===== src/rtl/pace_pkg.sv =====
package pace_pkg;

    typedef enum logic [1:0] {
        ST_WATCH = 2'd0,
        ST_WAIT  = 2'd1,
        ST_PACE  = 2'd2
    } pace_state_e;

    typedef struct packed {
        pace_state_e state;
        logic        pace;
    } pace_reg_t;

endpackage


===== src/rtl/pace_sync.sv =====
module pace_sync #(
    parameter logic RST_VAL = 1'b1
) (
    input  logic clk,
    input  logic rst_n,
    input  logic raw,
    output logic synced
);

    typedef struct packed {
        logic meta;
        logic sync;
    } sync_reg_t;

    sync_reg_t sync_d, sync_q;

    always_comb begin
        sync_d.meta = raw;
        sync_d.sync = sync_q.meta;
    end

    always_ff @(posedge clk or negedge rst_n) begin
        if (!rst_n) begin
            sync_q <= '{meta: RST_VAL, sync: RST_VAL};
        end else begin
            sync_q <= sync_d;
        end
    end

    assign synced = sync_q.sync;

endmodule


===== src/rtl/pace_dwell_timer.sv =====
module pace_dwell_timer #(
    parameter int CYC_PER_MS = 100000,
    parameter int MS_W       = 10
) (
    input  logic            clk,
    input  logic            rst_n,
    input  logic [MS_W-1:0] dwell_ms,
    output logic            done
);

    localparam int PRE_W = (CYC_PER_MS > 1) ? $clog2(CYC_PER_MS) : 1;
    localparam logic [PRE_W-1:0] PRE_LAST = PRE_W'(CYC_PER_MS - 1);

    typedef struct packed {
        logic [PRE_W-1:0] pre;
        logic [MS_W-1:0]  ms;
    } tmr_reg_t;

    tmr_reg_t tmr_d, tmr_q;
    logic     tick;

    always_comb begin
        tmr_d = tmr_q;
        tick  = (tmr_q.pre == PRE_LAST);
        done  = tick && (tmr_q.ms == (dwell_ms - MS_W'(1)));
        if (tick) begin
            tmr_d.pre = '0;
            tmr_d.ms  = done ? '0 : tmr_q.ms + MS_W'(1);
        end else begin
            tmr_d.pre = tmr_q.pre + PRE_W'(1);
        end
    end

    always_ff @(posedge clk or negedge rst_n) begin
        if (!rst_n) begin
            tmr_q <= '0;
        end else begin
            tmr_q <= tmr_d;
        end
    end


    prescale_range_chk: assert property (@(posedge clk) disable iff (!rst_n)
        tmr_q.pre <= PRE_LAST);


    reload_chk: assert property (@(posedge clk) disable iff (!rst_n)
        done |=> (tmr_q.pre == '0 && tmr_q.ms == '0));

endmodule


===== src/rtl/pace_ctrl.sv =====
module pace_ctrl
    import pace_pkg::*;
#(
    parameter int CYC_PER_MS = 100000,
    parameter int MON_MS     = 10,
    parameter int WAIT_MS    = 980,
    parameter int PACE_MS    = 10,
    parameter int CHECK_MS   = 990,
    parameter bit TWO_STATE  = 1'b0
) (
    input  logic clk,
    input  logic rst_n,
    input  logic beat_in,
    output logic pace_out
);

    localparam int MAX_A  = (MON_MS > WAIT_MS) ? MON_MS : WAIT_MS;
    localparam int MAX_B  = (PACE_MS > CHECK_MS) ? PACE_MS : CHECK_MS;
    localparam int MAX_MS = (MAX_A > MAX_B) ? MAX_A : MAX_B;
    localparam int MS_W   = $clog2(MAX_MS + 1);

    logic            beat_s;
    logic            done;
    logic [MS_W-1:0] dwell_ms;
    logic [MS_W-1:0] home_ms;
    pace_state_e     home_low_next;
    pace_reg_t       fsm_d, fsm_q;

    pace_sync #(.RST_VAL(1'b1)) u_sync (
        .clk    (clk),
        .rst_n  (rst_n),
        .raw    (beat_in),
        .synced (beat_s)
    );

    pace_dwell_timer #(.CYC_PER_MS(CYC_PER_MS), .MS_W(MS_W)) u_timer (
        .clk      (clk),
        .rst_n    (rst_n),
        .dwell_ms (dwell_ms),
        .done     (done)
    );

    generate
        if (TWO_STATE) begin : g_two
            assign home_ms       = MS_W'(CHECK_MS);
            assign home_low_next = ST_PACE;
        end else begin : g_three
            assign home_ms       = MS_W'(MON_MS);
            assign home_low_next = ST_WAIT;
        end
    endgenerate

    always_comb begin
        unique case (fsm_q.state)
            ST_WAIT: dwell_ms = MS_W'(WAIT_MS);
            ST_PACE: dwell_ms = MS_W'(PACE_MS);
            default: dwell_ms = home_ms;
        endcase
    end

    always_comb begin
        fsm_d = fsm_q;
        if (done) begin
            unique case (fsm_q.state)
                ST_WATCH: fsm_d.state = beat_s ? ST_WATCH : home_low_next;
                ST_WAIT:  fsm_d.state = beat_s ? ST_WATCH : ST_PACE;
                default:  fsm_d.state = ST_WATCH;
            endcase
        end
        fsm_d.pace = (fsm_d.state == ST_PACE);
    end

    always_ff @(posedge clk or negedge rst_n) begin
        if (!rst_n) begin
            fsm_q <= '{state: ST_WATCH, pace: 1'b0};
        end else begin
            fsm_q <= fsm_d;
        end
    end

    assign pace_out = fsm_q.pace;

    // Checker-only pulse length counter
    localparam int PULSE_CYC = PACE_MS * CYC_PER_MS;
    localparam int HI_W      = $clog2(PULSE_CYC + 2);
    logic [HI_W-1:0] hi_cnt_q;

    always_ff @(posedge clk or negedge rst_n) begin
        if (!rst_n) begin
            hi_cnt_q <= '0;
        end else if (pace_out) begin
            hi_cnt_q <= hi_cnt_q + HI_W'(1);
        end else begin
            hi_cnt_q <= '0;
        end
    end


    pulse_len_chk: assert property (@(posedge clk) disable iff (!rst_n)
        hi_cnt_q <= HI_W'(PULSE_CYC));


    pulse_end_chk: assert property (@(posedge clk) disable iff (!rst_n)
        (pace_out && hi_cnt_q == HI_W'(PULSE_CYC - 1)) |=> !pace_out);


    pace_return_chk: assert property (@(posedge clk) disable iff (!rst_n)
        (fsm_q.state == ST_PACE && done) |=> fsm_q.state == ST_WATCH);


    hold_state_chk: assert property (@(posedge clk) disable iff (!rst_n)
        !done |=> $stable(fsm_q.state));


    wait_high_chk: assert property (@(posedge clk) disable iff (!rst_n)
        (fsm_q.state == ST_WAIT && done && beat_s) |=> fsm_q.state == ST_WATCH);


    watch_high_chk: assert property (@(posedge clk) disable iff (!rst_n)
        (fsm_q.state == ST_WATCH && done && beat_s) |=> fsm_q.state == ST_WATCH);

endmodule


===== config.mk =====
export PLATFORM = sky130hd
export DESIGN_NAME = pace_ctrl
export DESIGN_NICKNAME = d
export VERILOG_FILES = /design/src/rtl/pace_pkg.sv /design/src/rtl/pace_sync.sv /design/src/rtl/pace_dwell_timer.sv /design/src/rtl/pace_ctrl.sv
export SDC_FILE = /design/constraint.sdc
export NUM_CORES = 1
export LEC_CHECK = 0
export ABC_CLOCK_PERIOD_IN_PS = 6180
export CELL_PAD_IN_SITES_DETAIL_PLACEMENT = 0
export CELL_PAD_IN_SITES_GLOBAL_PLACEMENT = 1
export CORE_MARGIN = 3
export CORE_UTILIZATION = 45
export DETAILED_ROUTE_END_ITERATION = 7
export PLACE_DENSITY = 0.84
export SLEW_MARGIN = 20
export SYNTH_ARGS = -nofsm -noshare
export SYNTH_HDL_FRONTEND = slang
export SYNTH_SLANG_ARGS = --single-unit
export TNS_END_PERCENT = 5

===== constraint.sdc =====
create_clock -name clk -period 6.18 [get_ports clk]
set_input_delay 0.618 -clock clk [delete_from_list [all_inputs] [get_ports clk]]
set_output_delay 0.618 -clock clk [all_outputs]
set_load 0.02 [all_outputs]

==> key figures <==
Detailed routing
  – WL/cell: around 14 um
  – Pre-Repair DR Iteration Count: 4
  – # DRC: 0
  – Met2 Routed Length: roughly 1.4 mm
  – Vias after detailed routing: roughly 1,100
  – Met3 wire len: 99 um
  – Highest Signal Layer: met4
  – DRT iter0 DRCs: 48
  – WL final: ~2.8 mm
  – Routed Antenna Nets: 0
  – Met1 wire length: roughly 1.3 mm
  – Via density: between 5 and 6

Synthesis
  – Yosys cell types: 32
  – Synth Area in XOR/XNOR: 8.27%
  – Largest family of logic cells by synthesized area: simple AND/OR/NAND/NOR gates
  – Async set-reset flop share out of synthesis: between 90% and 100%
  – Area contributors post-synth: dfrtp_1, xnor2_1, nand4_1
  – Synth Area in Simple Gates: 27.7%
  – Most common cell in the netlist: dfrtp_1
  – Mapped Cells: about 150
  – Syn Nets: roughly 160
  – Warnings, synthesis: 0
  – Mux contribution to synthesized area: under 10%
  – Compound-gate portion of the synthesized area: 5.52%
  – Post-synthesis sequential area ratio: about half
  – Synth Flop Type: dfrtp_1
  – Synth cell count leaders: dfrtp_1, nand3_1, nor2_1
  – Synth top area share: 47.3%
  – Syn_area_per_cell: ~10 um2
  – Synth area leader: dfrtp_1
  – Post-synthesis adder-cell area fraction: between 1.5 and 2%
  – Post-Synthesis Cell Area: about 1600 um2
  – Seq cells post-synth: 32
  – Number of enable flip-flop cells after synthesis: 0

Pwr
  – Flop pwr share: 57.1%
  – Maximum vdd ir drop: around 0.14 mV
  – NetSw: 72.3 uW
  – Power Dens Cells: ~210 nW/um2
  – Power, Total: approximately 370 uW
  – Clock power frac: just over 40%
  – Combinational group share of total power: between 1.5 and 2%
  – P_leak: approximately 0.00076 uW
  – Net Sw Frac: a little under 20%
  – Design internal power: between 200 and 300 uW

Worst setup path
  – CP Max Fanout: 17
  – Crit. End Element: flip-flop
  – Critical path data arrival time: between 2 and 3 ns
  – Crit path kind: flip-flop to flip-flop
  – Startpoint types: flip-flop
  – CP peak stage delay: approximately 0.76 ns
  – Slowest-stage cell, CP: nor4_4
  – Cells along the critical path: ha_1 > nand4_1 > nor4_4 > a21boi_2 > mux2_1
  – Req. time, crit path: around 6.4 ns

Floorplanning
  – Initial Utilization: between 40% and 50%
  – Ports: 4
  – Die Y: ~65 um
  – Cell Rows: 20
  – Core ar.: about 3200 um2
  – DIE WIDTH: ~65 um
  – Die Area: about 4300 um2

Flow run
  – Max_cap viols: 0

Clock network
  – Worst skew pair latency: approximately 0.34 ns
  – CTS max path bufs: 2
  – Clock slew at reported path FFs: 0.09 ns
  – Resized Gates After CTS: 0
  – Htree depth: 2
  – TritonCTS Sinks: 32
  – CTS Buf Count: 5
  – Hold Buf Count CTS: 0
  – Buffer count from post-CTS setup fixing: 0
  – Root Driver: clkbuf_4
  – CTS tree: done

Final layout
  – Area of the multi-input gates: between 700 and 800 um2
  – Final core occ: a little over half
  – Register area: approximately 800 um2
  – Filler cells: roughly 300
  – Finished Layout Cells: ~200
  – Antenna Cells: 0
  – # nets final: approximately 160
  – Area delta synth->final: 9.22%
  – Layout cell share with drive strength beyond 1: approximately 10%

GRT
  – Grt total ovfl: 0
  – Initial antenna violation count: 0
  – Vias in the first global route: roughly 1,100
  – Global-route wire length before repair: around 5 mm
  – GRT Overall Usage: 15.9%
  – Largest net degree at the start of global routing: 33

Timing
  – Worst slew pin tran: around 0.82 ns
  – Tmin final: about 2.5 ns
  – Setup Viol. Count Final: 0
  – Setup TNS: 0 ns
  – Final Hold Viols: 0
  – Fin crit share: between 30% and 40%
  – Worst Skew: around 0.013 ns
  – Max Slew Vio Count: 0
  – Fmax: 407 MHz
  – RSZ-0062 raised after global routing: no
  – Slew margin rel.: 44.8%

Placed design
  – Placer congestion estimate: 0.798
  – DP HPWL: approximately 2 mm
  – Placed insts: roughly 200
  – PortBufs: 3

Status
  – Status: completed

Hold path
  – Worst min path class: flip-flop to flip-flop
==> per-stage QoR <==
step | hold WS (ns) | instance area [um2] | setup WS [ns]
after floorplan | 0.322 | 1590 | 4.21
after global placement | 0.345 | 1660 | 3.81
after detailed placement | 0.347 | 1660 | 3.71
after CTS | 0.364 | 1730 | 3.70
after global routing | 0.372 | 1730 | 3.53
final | 0.361 | 1730 | 3.72
==> metal layers <==
layer  vias to the layer above  GRT usage [%]
met3                         5           4.62
met1                       552           18.1
met5                         -              0
li1                        567              -
met2                        15           27.3
met4                         0           7.25
==> power groups by stage <==
stage	clock (uW)	sequential [uW]	combinational [uW]
5_1_grt	170	211	6.80
3_5_place_dp	0	215	6.09
3_3_place_gp	0	215	5.83
4_1_cts	159	211	6.13
2_1_floorplan	0	215	0.135
6_report	153	211	5.73
==> state kept, by name, summed over array words and instances (netlist names) <==
signal / cells
u_sync.sync_d: 1
pace_out: 1
u_timer.tmr_q: 27
fsm_q: 2
u_sync.synced: 1
==> final cells by class <==
cell class | instances | area share (%)
clock buffer | 6 | 2.38
sequential | 32 | 46.3
tap | 44 | 3.17
timing repair buffer | 4 | 2.16
clock inverter | 2 | 2.02
multi-input combinational | 112 | 43.1
inverter | 4 | 0.866
==> final timing paths <==
kind,startpoint,cells after the start,endpoint,slack [ns]
setup / recovery,u_timer.tmr_q[10]$_DFF_PN0_,5,fsm_q[2]$_DFF_PN0_,3.72
hold / removal,u_sync.sync_d[0]$_DFF_PN1_,0,u_sync.synced$_DFF_PN1_,0.36
setup reg to reg,u_timer.tmr_q[10]$_DFF_PN0_,5,fsm_q[2]$_DFF_PN0_,3.72
hold reg to reg,u_sync.sync_d[0]$_DFF_PN1_,0,u_sync.synced$_DFF_PN1_,0.36
max in group asynchronous,rst_n,2,u_sync.sync_d[0]$_DFF_PN1_,5.17
min in group asynchronous,rst_n,2,u_timer.tmr_q[7]$_DFFE_PN0N_,0.67
==> worst max-delay path, delay by kind of cell, from the launching register on <==
family          cells  cell delay (ns)
compound gates      1             0.35
fa+ha+maj           1             0.24
flops               1             0.40
mux                 1             0.35
simple gates        2             1.00
==> cells in the final DEF, fill, tap and decap left out, types with 2 or more instances in the layout <==
cell type,count
nand3_1,12
dfstp_2,2
clkbuf_4,5
nand4bb_1,3
nor2_1,12
dfrtp_1,30
xnor2_1,9
a21oi_1,3
xor2_1,6
nand2_1,9
inv_1,4
ha_1,2
mux2_1,3
nor3_1,6
and4_2,2
o21ai_0,11
nand4_1,11
or3_1,6
nor2b_1,2
mux2i_1,3
nor4_1,2
clkdlybuf4s50_1,3
==> logic make-up (layout without fill, tap and decap cells) <==
kind of cell	Yosys count	in the layout
simple gates	73	73
flops	32	32
compound gates	16	16
xor+xnor	15	15
buf+inv	8	16
mux	6	6
fa+ha+maj	2	2
Power figures use the tool's default switching activity.
